File: src/rtl/dip_pkg.sv
package dip_pkg;

    typedef enum logic [1:0] {
        KIND_ALU = 2'd0,
        KIND_LDI = 2'd1,
        KIND_LDF = 2'd2,
        KIND_FOP = 2'd3
    } kind_e;

    typedef struct packed {
        logic first;
        logic second;
    } grant_t;

    function automatic logic kind_is_load(kind_e k);
        return (k == KIND_LDI) || (k == KIND_LDF);
    endfunction

    function automatic logic kind_int_pipe(kind_e k);
        return k != KIND_FOP;
    endfunction

endpackage

File: src/rtl/dip_scoreboard.sv
module dip_scoreboard #(
    parameter int NREGS      = 16,
    parameter int REG_W      = 4,
    parameter int LOAD_DELAY = 1
) (
    input  logic             clk,
    input  logic             rst,
    input  logic             set_en,
    input  logic [REG_W-1:0] set_reg,
    output logic [NREGS-1:0] busy
);
    localparam int CNT_W = (LOAD_DELAY < 1) ? 1 : $clog2(LOAD_DELAY + 1);

    for (genvar r = 0; r < NREGS; r++) begin : g_reg
        logic [CNT_W-1:0] left_q;
        always_ff @(posedge clk) begin
            if (rst) begin
                left_q <= '0;
            end else if (set_en && (set_reg == REG_W'(r))) begin
                left_q <= CNT_W'(LOAD_DELAY);
            end else if (left_q != '0) begin
                left_q <= left_q - CNT_W'(1);
            end
        end
        assign busy[r] = (left_q != '0);
    end
endmodule

File: src/rtl/dip_src_match.sv
module dip_src_match #(
    parameter int NREGS = 16,
    parameter int REG_W = 4,
    parameter int NSRC  = 3
) (
    input  logic [NSRC-1:0]       src_en,
    input  logic [NSRC*REG_W-1:0] src,
    input  logic [NREGS-1:0]      busy,
    input  logic                  prod_en,
    input  logic [REG_W-1:0]      prod_dst,
    output logic                  hit_busy,
    output logic                  hit_prod
);
    logic [NSRC-1:0] per_busy;
    logic [NSRC-1:0] per_prod;

    for (genvar k = 0; k < NSRC; k++) begin : g_src
        logic [REG_W-1:0] id;
        assign id          = src[k*REG_W +: REG_W];
        assign per_busy[k] = src_en[k] && busy[id];
        assign per_prod[k] = src_en[k] && prod_en && (id == prod_dst);
    end

    assign hit_busy = |per_busy;
    assign hit_prod = |per_prod;
endmodule

File: src/rtl/dip_pair_rules.sv
module dip_pair_rules
    import dip_pkg::*;
(
    input  logic   a_vld,
    input  kind_e  a_kind,
    input  logic   a_hit_busy,
    input  logic   b_vld,
    input  kind_e  b_kind,
    input  logic   b_hit_busy,
    input  logic   b_hit_a,
    output grant_t grant
);
    logic slot_types_ok;

    always_comb begin
        slot_types_ok = kind_int_pipe(a_kind) && (b_kind == KIND_FOP);
        grant.first   = a_vld && !a_hit_busy;
        grant.second  = grant.first && b_vld && slot_types_ok
                        && !b_hit_busy && !b_hit_a;
    end
endmodule

File: src/rtl/dual_issue_pair.sv
module dual_issue_pair
    import dip_pkg::*;
#(
    parameter int NREG_FILE  = 8,
    parameter int NSRC       = 3,
    parameter int LOAD_DELAY = 1,
    localparam int NREGS     = 2 * NREG_FILE,
    localparam int REG_W     = $clog2(NREGS)
) (
    input  logic                  clk,
    input  logic                  rst,
    input  logic                  a_vld,
    input  logic [1:0]            a_kind,
    input  logic                  a_dst_en,
    input  logic [REG_W-1:0]      a_dst,
    input  logic [NSRC-1:0]       a_src_en,
    input  logic [NSRC*REG_W-1:0] a_src,
    input  logic                  b_vld,
    input  logic [1:0]            b_kind,
    input  logic [NSRC-1:0]       b_src_en,
    input  logic [NSRC*REG_W-1:0] b_src,
    output logic                  issue_a,
    output logic                  issue_b,
    output logic [1:0]            issue_cnt
);
    logic [NREGS-1:0] busy;
    logic             a_hit_busy, a_hit_unused;
    logic             b_hit_busy, b_hit_a;
    logic             load_set;
    grant_t           grant;

    dip_scoreboard #(.NREGS(NREGS), .REG_W(REG_W), .LOAD_DELAY(LOAD_DELAY)) u_sb (
        .clk     (clk),
        .rst     (rst),
        .set_en  (load_set),
        .set_reg (a_dst),
        .busy    (busy)
    );

    dip_src_match #(.NREGS(NREGS), .REG_W(REG_W), .NSRC(NSRC)) u_match_a (
        .src_en   (a_src_en),
        .src      (a_src),
        .busy     (busy),
        .prod_en  (1'b0),
        .prod_dst (a_dst),
        .hit_busy (a_hit_busy),
        .hit_prod (a_hit_unused)
    );

    dip_src_match #(.NREGS(NREGS), .REG_W(REG_W), .NSRC(NSRC)) u_match_b (
        .src_en   (b_src_en),
        .src      (b_src),
        .busy     (busy),
        .prod_en  (a_dst_en),
        .prod_dst (a_dst),
        .hit_busy (b_hit_busy),
        .hit_prod (b_hit_a)
    );

    dip_pair_rules u_rules (
        .a_vld      (a_vld),
        .a_kind     (kind_e'(a_kind)),
        .a_hit_busy (a_hit_busy),
        .b_vld      (b_vld),
        .b_kind     (kind_e'(b_kind)),
        .b_hit_busy (b_hit_busy),
        .b_hit_a    (b_hit_a),
        .grant      (grant)
    );

    assign load_set  = grant.first && a_dst_en && kind_is_load(kind_e'(a_kind));
    assign issue_a   = grant.first;
    assign issue_b   = grant.second;
    assign issue_cnt = {1'b0, grant.first} + {1'b0, grant.second};

endmodule

File: config.mk
export PLATFORM = sky130hd
export DESIGN_NAME = dual_issue_pair
export DESIGN_NICKNAME = d
export VERILOG_FILES = /design/src/rtl/dip_pkg.sv /design/src/rtl/dip_scoreboard.sv /design/src/rtl/dip_src_match.sv /design/src/rtl/dip_pair_rules.sv /design/src/rtl/dual_issue_pair.sv
export SDC_FILE = /design/constraint.sdc
export NUM_CORES = 1
export LEC_CHECK = 0
export BUFFER_PORTS_ARGS = -buffer_cell sky130_fd_sc_hd__buf_2
export CAP_MARGIN = 0
export CORE_MARGIN = 2
export CORE_UTILIZATION = 47
export CTS_CLUSTER_DIAMETER = 120
export DETAILED_ROUTE_END_ITERATION = 6
export PLACE_DENSITY = 0.76
export SYNTH_ARGS = -nofsm -noshare
export SYNTH_HDL_FRONTEND = slang
export SYNTH_SLANG_ARGS = --single-unit
File: constraint.sdc
create_clock -name clk -period 2.3 [get_ports clk]
set_input_delay 0.23 -clock clk [delete_from_list [all_inputs] [get_ports clk]]
set_output_delay 0.23 -clock clk [all_outputs]
set_load 0.02 [all_outputs]
Yosys cells after proc, flatten, opt, wreduce, memory -nomap -nowiden --
Index checks and enable logic that the tools add are counted.
Storage, ports and cells: register bits 16, output and inout port bits 4, input bits 43
Cells by class: magnitude comparators 6, reductions and logical operators 44, $add $sub $neg 17, multiplexer cells 44, equal/unequal tests 22
Operators with widths (number):
- $mux 1 | 38
- $logic_and 1x1->1 | 36
- $eq 4x4->1 const B | 8
- $lt 4x5->1 const B | 6
- $bmux 1 s4 | 6
- $eq 4x3->1 const B | 4
- $sub 1x1->1 const B | 16
- $eq 4x4->1 | 3
- $reduce_or 3->1 | 3
- $eq 4x2->1 const B | 2
- $eq 2x2->1 const B | 2
- $eq 4x1->1 const B | 1
- $logic_not 4->1 | 1
- $logic_not 1->1 | 3
- $add 1x1->2 | 1
- $eq 2x1->1 const B | 1
- $ne 2x2->1 const B | 1
- $logic_or 1x1->1 | 1

Longest topological paths before layout --
Gate-level depths: netlist (run 1).
depth in word-level cells 11, gate-level depth with buffers 9, gate-level depth less buffers 7

Hierarchy --
Synthesis (run 1) repeated with hierarchy kept, for this count alone.
Second synthesis, totals: cells, all modules 195, area, all modules 1900.6 um^2
Modules (own cells, without submodules):
- dip_src_match | cells an instance 66, area each 630.6 um^2, times used 2
- dip_scoreboard | cells an instance 55, area each 571.8 um^2, times used 1
- dip_pair_rules | cells an instance 4, area each 36.3 um^2, times used 1
- dual_issue_pair | cells an instance 4, area each 31.3 um^2, times used 1

Worst setup path after synthesis (run 1) --
Ideal clock, no wire load.
path type in2out, start input port a_src[8], end output port issue_cnt[0], path slack -0.599 ns, path buffers 2, data arrival time 2.669 ns, stages on the path 8, cells stage by stage clkbuf_1 > mux4_2 > nor2_1 > o21ai_0 > or3_1 > buf_6 > nor4_2 > ha_1
Between the ends: word-level cells in the longest chain between the ends 11
Ends and longest elaborated chain:
- start, declared | RTL line dual_issue_pair.sv:17 | input logic [NSRC*REG_W-1:0] a_src,
- $bmux 1 s4 | RTL line dip_src_match.sv:20 | assign per_busy[k] = src_en[k] && busy[id];
- $mux 1 (implied by the code) | RTL line dip_src_match.sv:20
- $logic_and 1x1->1 | RTL line dip_src_match.sv:20
- $reduce_or 3->1 | RTL line dip_src_match.sv:24 | assign hit_busy = |per_busy;
- $logic_not 1->1 | RTL line dip_pair_rules.sv:17 | grant.first = a_vld && !a_hit_busy;
- $logic_and 1x1->1 | RTL line dip_pair_rules.sv:17
- $logic_and 1x1->1 (2 in a row) | RTL line dip_pair_rules.sv:18 | grant.second = grant.first && b_vld && slot_types_ok
- $logic_and 1x1->1 (2 in a row) | RTL line dip_pair_rules.sv:19 | && !b_hit_busy && !b_hit_a;
- named net issue_b | RTL line dual_issue_pair.sv:23 | output logic issue_b,
- $add 1x1->2 | RTL line dual_issue_pair.sv:74 | assign issue_cnt = {1'b0, grant.first} + {1'b0, grant.second};
- end, declared | RTL line dual_issue_pair.sv:24 | output logic [1:0] issue_cnt
The timed path passes the listed nets, and every way through them passes these cells. The select of a mux whose other input is x is not followed.

Final worst setup path (run 1) --
start register u_sb.g_reg[7].left_q, end output port issue_cnt[0]
Between the ends: word-level cells in the longest chain between the ends 11, elaborated cells between the ends (all ways) 28
Ends and longest elaborated chain:
- start, declared | RTL line dip_scoreboard.sv:15 | logic [CNT_W-1:0] left_q;
- start signal, assigned | RTL line dip_scoreboard.sv:20 | left_q <= CNT_W'(LOAD_DELAY);
- start signal, assigned | RTL line dip_scoreboard.sv:22 | left_q <= left_q - CNT_W'(1);
- $bmux 1 s4 | RTL line dip_src_match.sv:20
- $mux 1 (implied by the code) | RTL line dip_src_match.sv:20
- $logic_and 1x1->1 | RTL line dip_src_match.sv:20
- $reduce_or 3->1 | RTL line dip_src_match.sv:24
- $logic_not 1->1 | RTL line dip_pair_rules.sv:17
- $logic_and 1x1->1 | RTL line dip_pair_rules.sv:17
- $logic_and 1x1->1 (2 in a row) | RTL line dip_pair_rules.sv:18
- $logic_and 1x1->1 (2 in a row) | RTL line dip_pair_rules.sv:19
- $add 1x1->2 * | RTL line dual_issue_pair.sv:74
Mark *: on every way between the ends. The rest lies on a longest branch, timed or not. The select of a mux whose other input is x is not followed.

==> results of run 1 <==
==> power groups by stage <==
| stage | Sequential [mW] | Combinational, mW | Clock [mW] |
|---|---|---|---|
| 4_1_cts | 0.278 | 0.218 | 0.183 |
| 3_5_place_dp | 0.286 | 0.200 | 0 |
| 5_1_grt | 0.278 | 0.248 | 0.197 |
| 2_1_floorplan | 0.285 | 0.132 | 0 |
| 6_report | 0.278 | 0.226 | 0.181 |
| 3_3_place_gp | 0.285 | 0.197 | 0 |
==> how the worst max path moves through the flow <==
stage / from / end / slack (ns) / cells past startpoint
6_report: u_sb.g_reg[7].left_q$_SDFF_PP0_ / issue_cnt[0] / -0.33 / 7
5_1_grt: u_sb.g_reg[15].left_q$_SDFF_PP0_ / issue_cnt[0] / -0.43 / 7
4_1_cts: u_sb.g_reg[7].left_q$_SDFF_PP0_ / issue_cnt[0] / -0.36 / 7
3_5_place_dp: a_src[5] / issue_cnt[0] / -0.18 / 9
3_3_place_gp: a_src[5] / issue_cnt[0] / -0.15 / 9
2_1_floorplan: a_src[5] / issue_cnt[0] / -0.15 / 8
==> routing by layer <==
| layer | part of all wire (%) | track usage, % | up-vias |
|---|---|---|---|
| li1 | - | - | 786 |
| met1 | 42 | 33.22 | 753 |
| met2 | 49 | 40.32 | 84 |
| met3 | 8.5 | 5.225 | 3 |
| met4 | 0.41 | 3.056 | 0 |
| met5 | 0 | 0 | - |
==> kinds of logic after synthesis <==
family,count (synthesis),synth area share [%]
flops,16,19.92
fa+ha+maj,2,1.556
simple gates,69,24.82
xor+xnor,12,6.538
compound gates,17,7.704
buf+inv,19,6.380
mux,35,33.07
==> timing repair <==
| action | in CTS | in global routing |
|---|---|---|
| pin swaps | 0 | 0 |
| buffers inserted | 3 | 2 |
| gates resized for setup | 18 | 7 |
| endpoints found under the setup margin | 4 | 6 |
==> worst max-delay path: cells and delay by family, from the launching register on <==
kind,cells,cell delay (ns)
AO/OA/AOI/OAI,1,0.17
adder cells (fa/ha/maj),1,0.25
buffers and inverters,1,0.12
AND/OR/NAND/NOR,3,0.74
flip-flops,1,0.37
multiplexers,1,0.47
==> per-stage QoR <==
| stage | power, mW | setup WS (ns) | utilization (%) | hold slack (ns) |
|---|---|---|---|---|
| after floorplan | 0.4166 | -0.1521 | - | 0.4486 |
| after global placement | 0.4822 | -0.1470 | 60.24 | 0.5972 |
| after detailed placement | 0.4852 | -0.1816 | 60.24 | 0.6122 |
| after CTS | 0.6789 | -0.3588 | 63.49 | 0.3016 |
| after global routing | 0.7231 | -0.4304 | 64.74 | 0.3164 |
| final | 0.6848 | -0.3336 | 64.74 | 0.3008 |
==> cells in the mapped netlist <==
library cell   n
mux2i_1       19
dfxtp_1       16
mux4_2        13
clkbuf_1       8
and4b_1        1
nor4_1         8
inv_2          1
nor4_2         1
mux4_1         1
nor3_1         3
buf_4          2
a22oi_1        4
inv_1          4
nor2b_1        3
nand2_1        4
nor3b_1        2
xnor2_1        3
nor2_1        16
mux2_2         2
nand4_1        7
buf_2          1
a31oi_1        2
nand3_1        5
xor2_1         9
o21ai_0        3
a21oi_1        1
and3_1         8
buf_6          3
nand3b_1       6
nand4b_1       3
ha_1           2
o2111ai_1      7
or3_1          2
==> area by class of cell <==
class | count | share of cell area, %
multi-input combinational | 135 | 57.50
timing repair buffer | 73 | 21.60
sequential | 16 | 15.53
tap | 46 | 2.685
clock buffer | 4 | 1.693
inverter | 5 | 0.9924
==> metrics, run 1 <==
# setup viols final=4; GRT overflow=0; WL final=around 4.6 mm; flops & latches, synth=16; via count=about 1600; core area=3311 sq um; CTS Buf Count=3; net count after synthesis=between 200 and 250; Ports=47; placed cell count=270; Comb power frac=33.0%; status=finished, violations left; Synth area leaders=dfxtp_1, mux4_2, mux2i_1; area of the multi-input gates=~1200 sq um; fin. max-slew vios=0; Starting Density=between 40 and 50%; setup ws final=-0.3336 ns; critical path arrival=2.40 ns; Flop pwr share=between 40% and 50%; Die Y=about 62 microns; required time worst endpoint=slightly above 2 ns; Synth top area share=19.92%; Pwr Density=between 300 and 400 nW/um^2; Worst R2R Path Depth=10; clock share of power=a little over a quarter; max FFs per register=16; DR pass1 iterations=4; number of global-route vias before repair=1555; clock net sink count=16; row cnt=21; maxcap violations=0; CP Cell Sequence=mux4_2 > o2111ai_2 > nand4_1 > or3_4 > nor4_4 > ha_4 > buf_6; period utilization=114.5%; Crit Path Max Fanout=4; DR vias/cell=just under 6; Biggest register=u_sb.g.left_q; remaining antenna violation count after routing=0; GPL Wtd Cong=around 1.0; hold depth=4; Peak supply drop=0.0003917 V; RSZ-0062 raised after global routing=true; Final HPWL DP=about 3.6 mm; pin slew with the least headroom to its limit=around 0.34 ns; Largest regs=u_sb.g.left_q (16); placed cell area=between 1500 and 2000 sq um; largest net degree at the start of global routing=20; area growth from synthesis to layout=33.31%; CTS tree=yes; clk root buf=clkbuf_4; htree depth=1; commonest non-fill, non-tap cell in the layout=buf_2; failing checks=setup timing; clk_skew=0.007143 ns; Final Hold Viols=0; total track usage=around 24%; Mapped Cells=170; ratio of cells with drive above 1 in the final layout=a little under half; Setup crit end kind=output port; Design Area, Final=2143 sq um; Internal Power=0.4830 mW; Hold Startpoint=rst; Antenna diodes=0; Buffers on Ports=46; sw frac=29.46%; clock latency on the worst-skew pair=slightly below 0.3 ns; Die Area=roughly 4000 sq um; reg2reg setup slack=around 0.060 ns; Min-Delay Path Class=input port to flop; sequential share of the synthesized area=between 10% and 20%; Hold-fix buffers, CTS=0; leak pwr=0.9351 nW; Worst slew margin=between 70% and 80%; first-pass GRT wire length=7.672 mm; fin crit period=between 2 and 3 ns; sw power=between 0.2 and 0.25 mW; largest area contributor in the netlist=dfxtp_1; Avg Cell Area, Syn=between 9 and 10 sq um; Crit path largest cell delay=between 0.4 and 0.5 ns; drt wl/cell=around 17 microns; CP startpoint kind=flop; # DRC=0; Fmax=roughly 0.38 GHz; Synth warnings=0; end of the worst hold path=u_sb.g_reg[8].left_q$_SDFF_PP0_; CTS clock-pin slew for the worst setup and hold paths=roughly 0.090 ns; commonest non-fill, non-tap cells in the layout=buf_2, buf_4, mux2i_1; Setup CP Type=flop to output port; Final Non-Filler Cells=279; Mapped Area=roughly 1600 sq um; FF-to-FF Start=u_sb.g_reg[7].left_q$_SDFF_PP0_; setup_tns=-0.9094 ns; Die Wd=62.49 microns; initial antenna violation count=0; DRT iter0 DRCs=140; filler cell count=approximately 290; synth unique cells=33; Nets=between 200 and 300; crit path max-delay cell type=mux4_2; reg-to-reg endpoint=u_sb.g_reg[15].left_q$_SDFF_PP0_; FF+latch area=approximately 330 sq um; CTS Buffer Depth=2
Note: power is estimated with default switching activity, not from simulation.
==> run 2, diff against run 1 <==
--- a/config.mk
+++ b/config.mk
@@ -5,13 +5,14 @@
 export SDC_FILE = /design/constraint.sdc
 export NUM_CORES = 1
 export LEC_CHECK = 0
+export ABC_AREA = 1
 export BUFFER_PORTS_ARGS = -buffer_cell sky130_fd_sc_hd__buf_2
 export CAP_MARGIN = 0
 export CORE_MARGIN = 2
-export CORE_UTILIZATION = 47
+export CORE_UTILIZATION = 54
 export CTS_CLUSTER_DIAMETER = 120
 export DETAILED_ROUTE_END_ITERATION = 6
-export PLACE_DENSITY = 0.76
+export PLACE_DENSITY = 0.81
 export SYNTH_ARGS = -nofsm -noshare
 export SYNTH_HDL_FRONTEND = slang
 export SYNTH_SLANG_ARGS = --single-unit
==> constraint.sdc (replaced) <==
create_clock -name clk -period 2.9 [get_ports clk]
set_input_delay 0.29 -clock clk [delete_from_list [all_inputs] [get_ports clk]]
set_output_delay 0.29 -clock clk [all_outputs]
set_load 0.02 [all_outputs]
==> run 2 against run 1 <==
Against the previous run:
- the run now ends clean
- global-route usage increased by 2.5 points
- total power decreased by 17%
- combinational power decreased by 11%
- non-clock buffer count decreased by 27
- synthesized area increased by 15%
- die area about the same
- worst setup slack improved by 0.89 ns
- first-iteration DRC count increased by 74%
- sequential share of layout area decreased by 0.31 points
- sequential cell count unchanged
- critical path depth increased by 4
- highest routed layer unchanged
==> metrics, run 2 <==
GRT overflow=0 (unchanged); largest area contributor in the netlist=nand2_1; Ports=47 (unchanged); required time worst endpoint=2.61 ns (+0.54 ns); number of enable flip-flop cells after synthesis=0 (unchanged); Setup CP Type=flop to output port; clk root buf=clkbuf_4; remaining antenna violation count after routing=0 (unchanged); Nets=432 (+55%); clock net sink count=16 (unchanged); setup bufs post-CTS=0 (-3); crit path max-delay cell type=dfxtp_1; core area=3311 sq um (unchanged); DRT iter0 DRCs=244 (+74%); first-pass GRT wire length=8.645 mm (+13%); Fmax=about 0.43 GHz; ratio of cells with drive above 1 in the final layout=17.10% (-30 points); Worst slew margin=66.60% (-11 points); filler cell count=345 (+21%); status=finished clean; commonest non-fill, non-tap cell in the layout=nand2_1; CP Cell Sequence=inv_1 > nand2_1 > nand3_1 > nand3_1 > nand3b_1 > nand2_1 > a21oi_4 > nand2_1 > nor2_1 > ha_1 > buf_2; most frequent cell on the critical path=nand2_1; htree depth=1 (unchanged); Min-Delay Path Class=input port to flop; Die Y=62.46 microns (about the same); Hold-fix buffers, CTS=0 (unchanged); CTS clock-pin slew for the worst setup and hold paths=0.09 ns (about the same); commonest non-fill, non-tap cells in the layout=nand2_1, nand3_1, buf_2; Biggest register=u_sb.g.left_q; setup_tns=0 ns (+0.9094 ns); async set or reset register ratio after synthesis=0% (unchanged); Largest regs=u_sb.g.left_q (16); via count=2273 (+40%); initial antenna violation count=0 (unchanged); CTS Buffer Depth=2 (unchanged); Buffers on Ports=46 (unchanged); RSZ-0062 raised after global routing=false; Mapped Cells=345 (+100%); Crit Path Max Fanout=6 (+2); pin slew with the least headroom to its limit=0.4972 ns (+0.1583 ns); Final Hold Viols=0 (unchanged); WL final=5.213 mm (+13%); Setup crit end kind=output port; DR vias/cell=5.262 (-9.7%); Antenna diodes=0 (unchanged); CP top delay family=simple AND/OR/NAND/NOR gates; area growth from synthesis to layout=14.03%; critical path buffer and inverter count=2 (+1); most frequent cell after synthesis=nand2_1; Post-synth top cells=nand2_1, nand3_1, inv_1; largest net degree at the start of global routing=17 (-15%); Mapped Area=1846 sq um (+15%); Synth area leaders=nand2_1, dfxtp_1, nand3_1; post-CTS sizing=0 (-18); CP startpoint kind=flop; Peak supply drop=0.0002426 V (-38%); Synth top area share=26.64% (+6.7 points); total track usage=26.77% (+2.5 points); number of global-route vias before repair=1957 (+26%); Crit path largest cell delay=0.30 ns (-0.17 ns); critical path arrival=2.06 ns (-0.34 ns); sequential share of the synthesized area=17.36% (-2.6 points); GPL Wtd Cong=0.9961 (-1.6%); Most used DFF post-synth=dfxtp_1; drt wl/cell=12.07 microns (-27%); CTS tree=yes; Design Area, Final=2105 sq um (-1.8%); Synth warnings=0 (unchanged); # DRC=0 (unchanged); FF+latch area=320.3 sq um (-3.8%); Pwr Density=268.5 nW/um^2 (-16%); pre-CTS WS=0.8051 ns (+0.9866 ns); clk_skew=0.003881 ns (-0.003262 ns); CTS Buf Count=3 (unchanged); fin crit period=between 2 and 2.5 ns; flops & latches, synth=16 (unchanged); setup ws final=0.5525 ns (+0.8861 ns); Final HPWL DP=4.135 mm (+15%); Die Area=3901 sq um (about the same); clock latency on the worst-skew pair=0.28 ns (about the same); Die Wd=62.46 microns (about the same); row cnt=21 (unchanged); area of the multi-input gates=1270 sq um (+3.0%); synth unique cells=26 (-21%); maxcap violations=0 (unchanged); fin. max-slew vios=0 (unchanged); net count after synthesis=390 (+81%); period utilization=around 81%; Avg Cell Area, Syn=5.349 sq um (-43%); # setup viols final=0 (-4); DR pass1 iterations=5 (+1); placed cell area=2068 sq um (+3.7%); leak pwr=1.170 nW (+25%); max FFs per register=16 (unchanged); Starting Density=55.74% (+7.2 points)
run 2: changes by cell type after synthesis, moves of 8 or more:
cell      previous run  this run
a21oi_1              1        14
and3_1               8         0
inv_1                4        44
mux2i_1             19         0
mux4_2              13         0
nand2_1              4       131
nand3_1              5        54
nor2_2               0        10
nor4_1               8         0
o211ai_1             0         9
o21ai_0              3        15
run 2: cells by family after synthesis:
kind of cell | share of synthesized area, %
adder cells (fa/ha/maj) | 1.356
XOR/XNOR | 0.9493
flip-flops | 17.36
AO/OA/AOI/OAI | 13.83
AND/OR/NAND/NOR | 52.68
buffers and inverters | 13.83
run 2: area by class of cell:
cell class | instances | area share, %
repair buffers | 46 | 10.94
flip-flops and latches | 16 | 15.22
clock buffers | 4 | 1.724
multi-input cells | 272 | 60.34
inverters | 48 | 9.037
well taps | 46 | 2.735
run 2: worst paths after layout:
kind	startpoint	end	slack [ns]	cells past startpoint
max reg2reg	u_sb.g_reg[7].left_q$_SDFF_PP0_	u_sb.g_reg[7].left_q$_SDFF_PP0_	1.32	9
min	rst	u_sb.g_reg[6].left_q$_SDFF_PP0_	0.34	4
min reg2reg	u_sb.g_reg[9].left_q$_SDFF_PP0_	u_sb.g_reg[6].left_q$_SDFF_PP0_	1.21	9
max	u_sb.g_reg[7].left_q$_SDFF_PP0_	issue_cnt[0]	0.55	11
run 2: metal layers:
layer / vias to the layer above / share of wire [%] / GRT usage (%)
li1: 1185 / - / -
met1: 962 / 43 / 36.77
met2: 115 / 47 / 45.70
met3: 11 / 8.6 / 1.261
met4: 0 / 1.7 / 7.222
met5: - / 0 / 0
run 2: stage by stage:
stage	utilization [%]	cells	total power, mW	hold WS [ns]
global placement	62.47	428	0.4221	0.6415
floorplan	-	345	0.3652	0.4784
CTS	63.57	432	0.5659	0.3412
finish	63.57	432	0.5650	0.3425
detailed placement	62.47	428	0.4260	0.6389
global route	63.57	432	0.6032	0.3587
run 2: worst register-to-register path, delay by kind of cell, from the launching register on:
kind | cells | cell delay, ns
simple gates | 7 | 0.84
compound gates | 1 | 0.17
buf+inv | 1 | 0.21
flops | 1 | 0.30
run 2: power breakdown:
part | internal [mW] | total (mW) | leakage, nW | switching [mW]
Combinational | 0.0756 | 0.202 | 1.02 | 0.127
Sequential | 0.220 | 0.220 | 0.129 | 0.000417
Clock | 0.0764 | 0.142 | 0.0210 | 0.0657
Total | 0.372 | 0.565 | 1.17 | 0.193
==> run 3, diff against run 2 <==
==> constraint.sdc (replaced) <==
create_clock -name clk -period 2.4 [get_ports clk]
set_input_delay 0.24 -clock clk [delete_from_list [all_inputs] [get_ports clk]]
set_output_delay 0.24 -clock clk [all_outputs]
set_load 0.02 [all_outputs]
==> run 3 against run 2 <==
Against the previous run:
- sequential power increased by 21%
- clock skew increased by 0.0027 ns
- critical path depth is 2 higher
- routed wire length fell by 0.38%
==> metrics, run 3 (synthesis results as in run 2) <==
status=finished clean; fin. max-slew vios=0 (unchanged); reg2reg setup slack=0.87 ns (-0.45 ns); critical path arrival=1.99 ns (-0.07 ns); Final HPWL DP=4.093 mm (-1.0%); Die Wd=62.46 microns (unchanged); Pwr Density=311.7 nW/um^2 (+16%); commonest non-fill, non-tap cell in the layout=nand2_1; CTS Buf Count=3 (unchanged); leak pwr=1.164 nW (-0.49%); DRT iter0 DRCs=305 (+25%); Worst R2R Path Depth=11 (+2); Final Non-Filler Cells=431 (-0.23%); pin slew with the least headroom to its limit=0.5421 ns (+0.04495 ns); end of the worst hold path=u_sb.g_reg[5].left_q$_SDFF_PP0_; remaining antenna violation count after routing=0 (unchanged); CTS Buffer Depth=2 (unchanged); Crit path largest cell delay=0.42 ns (+0.12 ns); drt wl/cell=12.05 microns (-0.15%); Fmax=~0.45 GHz; WL final=5.193 mm (-0.38%); DR vias/cell=5.353 (+1.7%); fin crit period=between 2 and 2.5 ns; Setup CP Type=flop to output port; Crit Path Max Fanout=4 (-2); via count=2307 (+1.5%); # setup viols final=0 (unchanged); Peak supply drop=0.0003398 V (+40%); post-CTS sizing=0 (unchanged); Biggest register=u_sb.g.left_q; Setup crit end kind=output port; Buffers on Ports=46 (unchanged); period utilization=92.90%; CP startpoint kind=flop; Hold Startpoint=rst; DR pass1 iterations=5 (unchanged); FF-to-FF Start=u_sb.g_reg[0].left_q$_SDFF_PP0_; Die Y=62.46 microns (unchanged); initial antenna violation count=0 (unchanged); placed cell area=2068 sq um (unchanged); Min Hold Slack=0.2875 ns (-0.05506 ns); Starting Density=55.74% (unchanged); Ports=47 (unchanged); Hold-fix buffers, CTS=0 (unchanged); first-pass GRT wire length=8.597 mm (-0.56%); Antenna diodes=0 (unchanged); htree depth=1 (unchanged); clk root buf=clkbuf_4; Nets=432 (unchanged); commonest non-fill, non-tap cells in the layout=nand2_1, nand3_1, buf_2; CTS clock-pin slew for the worst setup and hold paths=0.09 ns (about the same); clock latency on the worst-skew pair=0.29 ns (about the same); hold depth=4 (unchanged); RSZ-0062 raised after global routing=false; GPL Wtd Cong=0.9579 (-3.8%); maxcap violations=0 (unchanged); # DRC=0 (unchanged); core area=3311 sq um (unchanged); ratio of cells with drive above 1 in the final layout=17.92% (+0.82 points); critical path buffer and inverter count=3 (+1); CP Cell Sequence=inv_1 > nand2_1 > nand3_1 > nand2_1 > nand2_1 > nand3b_1 > nand3_1 > nand2_1 > inv_2 > nand2_1 > nor2_1 > ha_1 > buf_2; setup_tns=0 ns (unchanged); Largest regs=u_sb.g.left_q (16); crit path max-delay cell type=dfxtp_1; Design Area, Final=2091 sq um (-0.65%); placed cell count=428 (unchanged); setup bufs post-CTS=0 (unchanged); area growth from synthesis to layout=13.29%; Min-Delay Path Class=input port to flop; Die Area=3901 sq um (unchanged); number of global-route vias before repair=1982 (+1.3%); GRT overflow=0 (unchanged); reg-to-reg endpoint=u_sb.g_reg[7].left_q$_SDFF_PP0_; max FFs per register=16 (unchanged); CTS tree=yes; clk_skew=0.006606 ns (+0.002725 ns); Worst slew margin=63.58% (-3.0 points); clock net sink count=16 (unchanged); most frequent cell on the critical path=nand2_1; required time worst endpoint=2.16 ns (-0.45 ns); largest net degree at the start of global routing=17 (unchanged); row cnt=21 (unchanged); total track usage=26.88% (+0.11 points); Final Hold Viols=0 (unchanged); CP top delay family=simple AND/OR/NAND/NOR gates
## run 3: changes by cell type in the layout (fill, tap and decap cells not counted)
cell and change:
clkbuf_8 -1, inv_1 -4, inv_2 +4
## run 3: through the flow
stage / setup WS [ns] / utilization [%] / power [mW]
5_1_grt: 0.001513 / 63.15 / 0.6970
3_3_place_gp: 0.4540 / 62.47 / 0.5132
3_5_place_dp: 0.4393 / 62.47 / 0.5142
2_1_floorplan: 0.4750 / - / 0.4413
6_report: 0.1703 / 63.15 / 0.6516
4_1_cts: 0.1486 / 63.15 / 0.6495
## run 3: how the worst max path moves through the flow
stage | to | slack (ns) | startpoint | cells past startpoint
after floorplan | issue_cnt[0] | 0.48 | a_src[8] | 11
after global placement | issue_cnt[0] | 0.45 | b_src[8] | 14
after detailed placement | issue_cnt[0] | 0.44 | b_src[8] | 14
after CTS | issue_cnt[0] | 0.15 | u_sb.g_reg[13].left_q$_SDFF_PP0_ | 13
after global routing | issue_cnt[0] | 0.002 | u_sb.g_reg[3].left_q$_SDFF_PP0_ | 11
final | issue_cnt[0] | 0.17 | u_sb.g_reg[0].left_q$_SDFF_PP0_ | 13
## run 3: layer usage
| metal | global-route usage [%] | share of wire [%] | vias up |
|---|---|---|---|
| li1 | - | - | 1190 |
| met1 | 36.88 | 43 | 1010 |
| met2 | 44.62 | 48 | 98 |
| met3 | 2.523 | 7.9 | 9 |
| met4 | 8.056 | 1.0 | 0 |
| met5 | 0 | 0 | - |
## run 3: worst reg2reg max path: stages (launching register included)
cell and delay, ns:
dfxtp_1 0.37, inv_1 0.14, nand2_1 0.08, nand3_1 0.07
nand2_1 0.06, nand2_1 0.06, nand3b_1 0.07, nand3_1 0.09
nand2_1 0.09, inv_2 0.08, nand3_4 0.22, nor2_1 0.16
## run 3: cell type report
type                       instances  area (sq um)
clock buffer                       3         22.52
fill                             350          1220
inverter                          48         190.2
multi-input combinational        272          1270
sequential                        16         320.3
tap                               46         57.56
timing repair buffer              46         230.2
## run 3: where the power goes
| group | switching [mW] | internal, mW |
|---|---|---|
| combinational | 0.153 | 0.0913 |
| clock | 0.0821 | 0.0585 |
| sequential | 0.000507 | 0.266 |
| total | 0.236 | 0.416 |
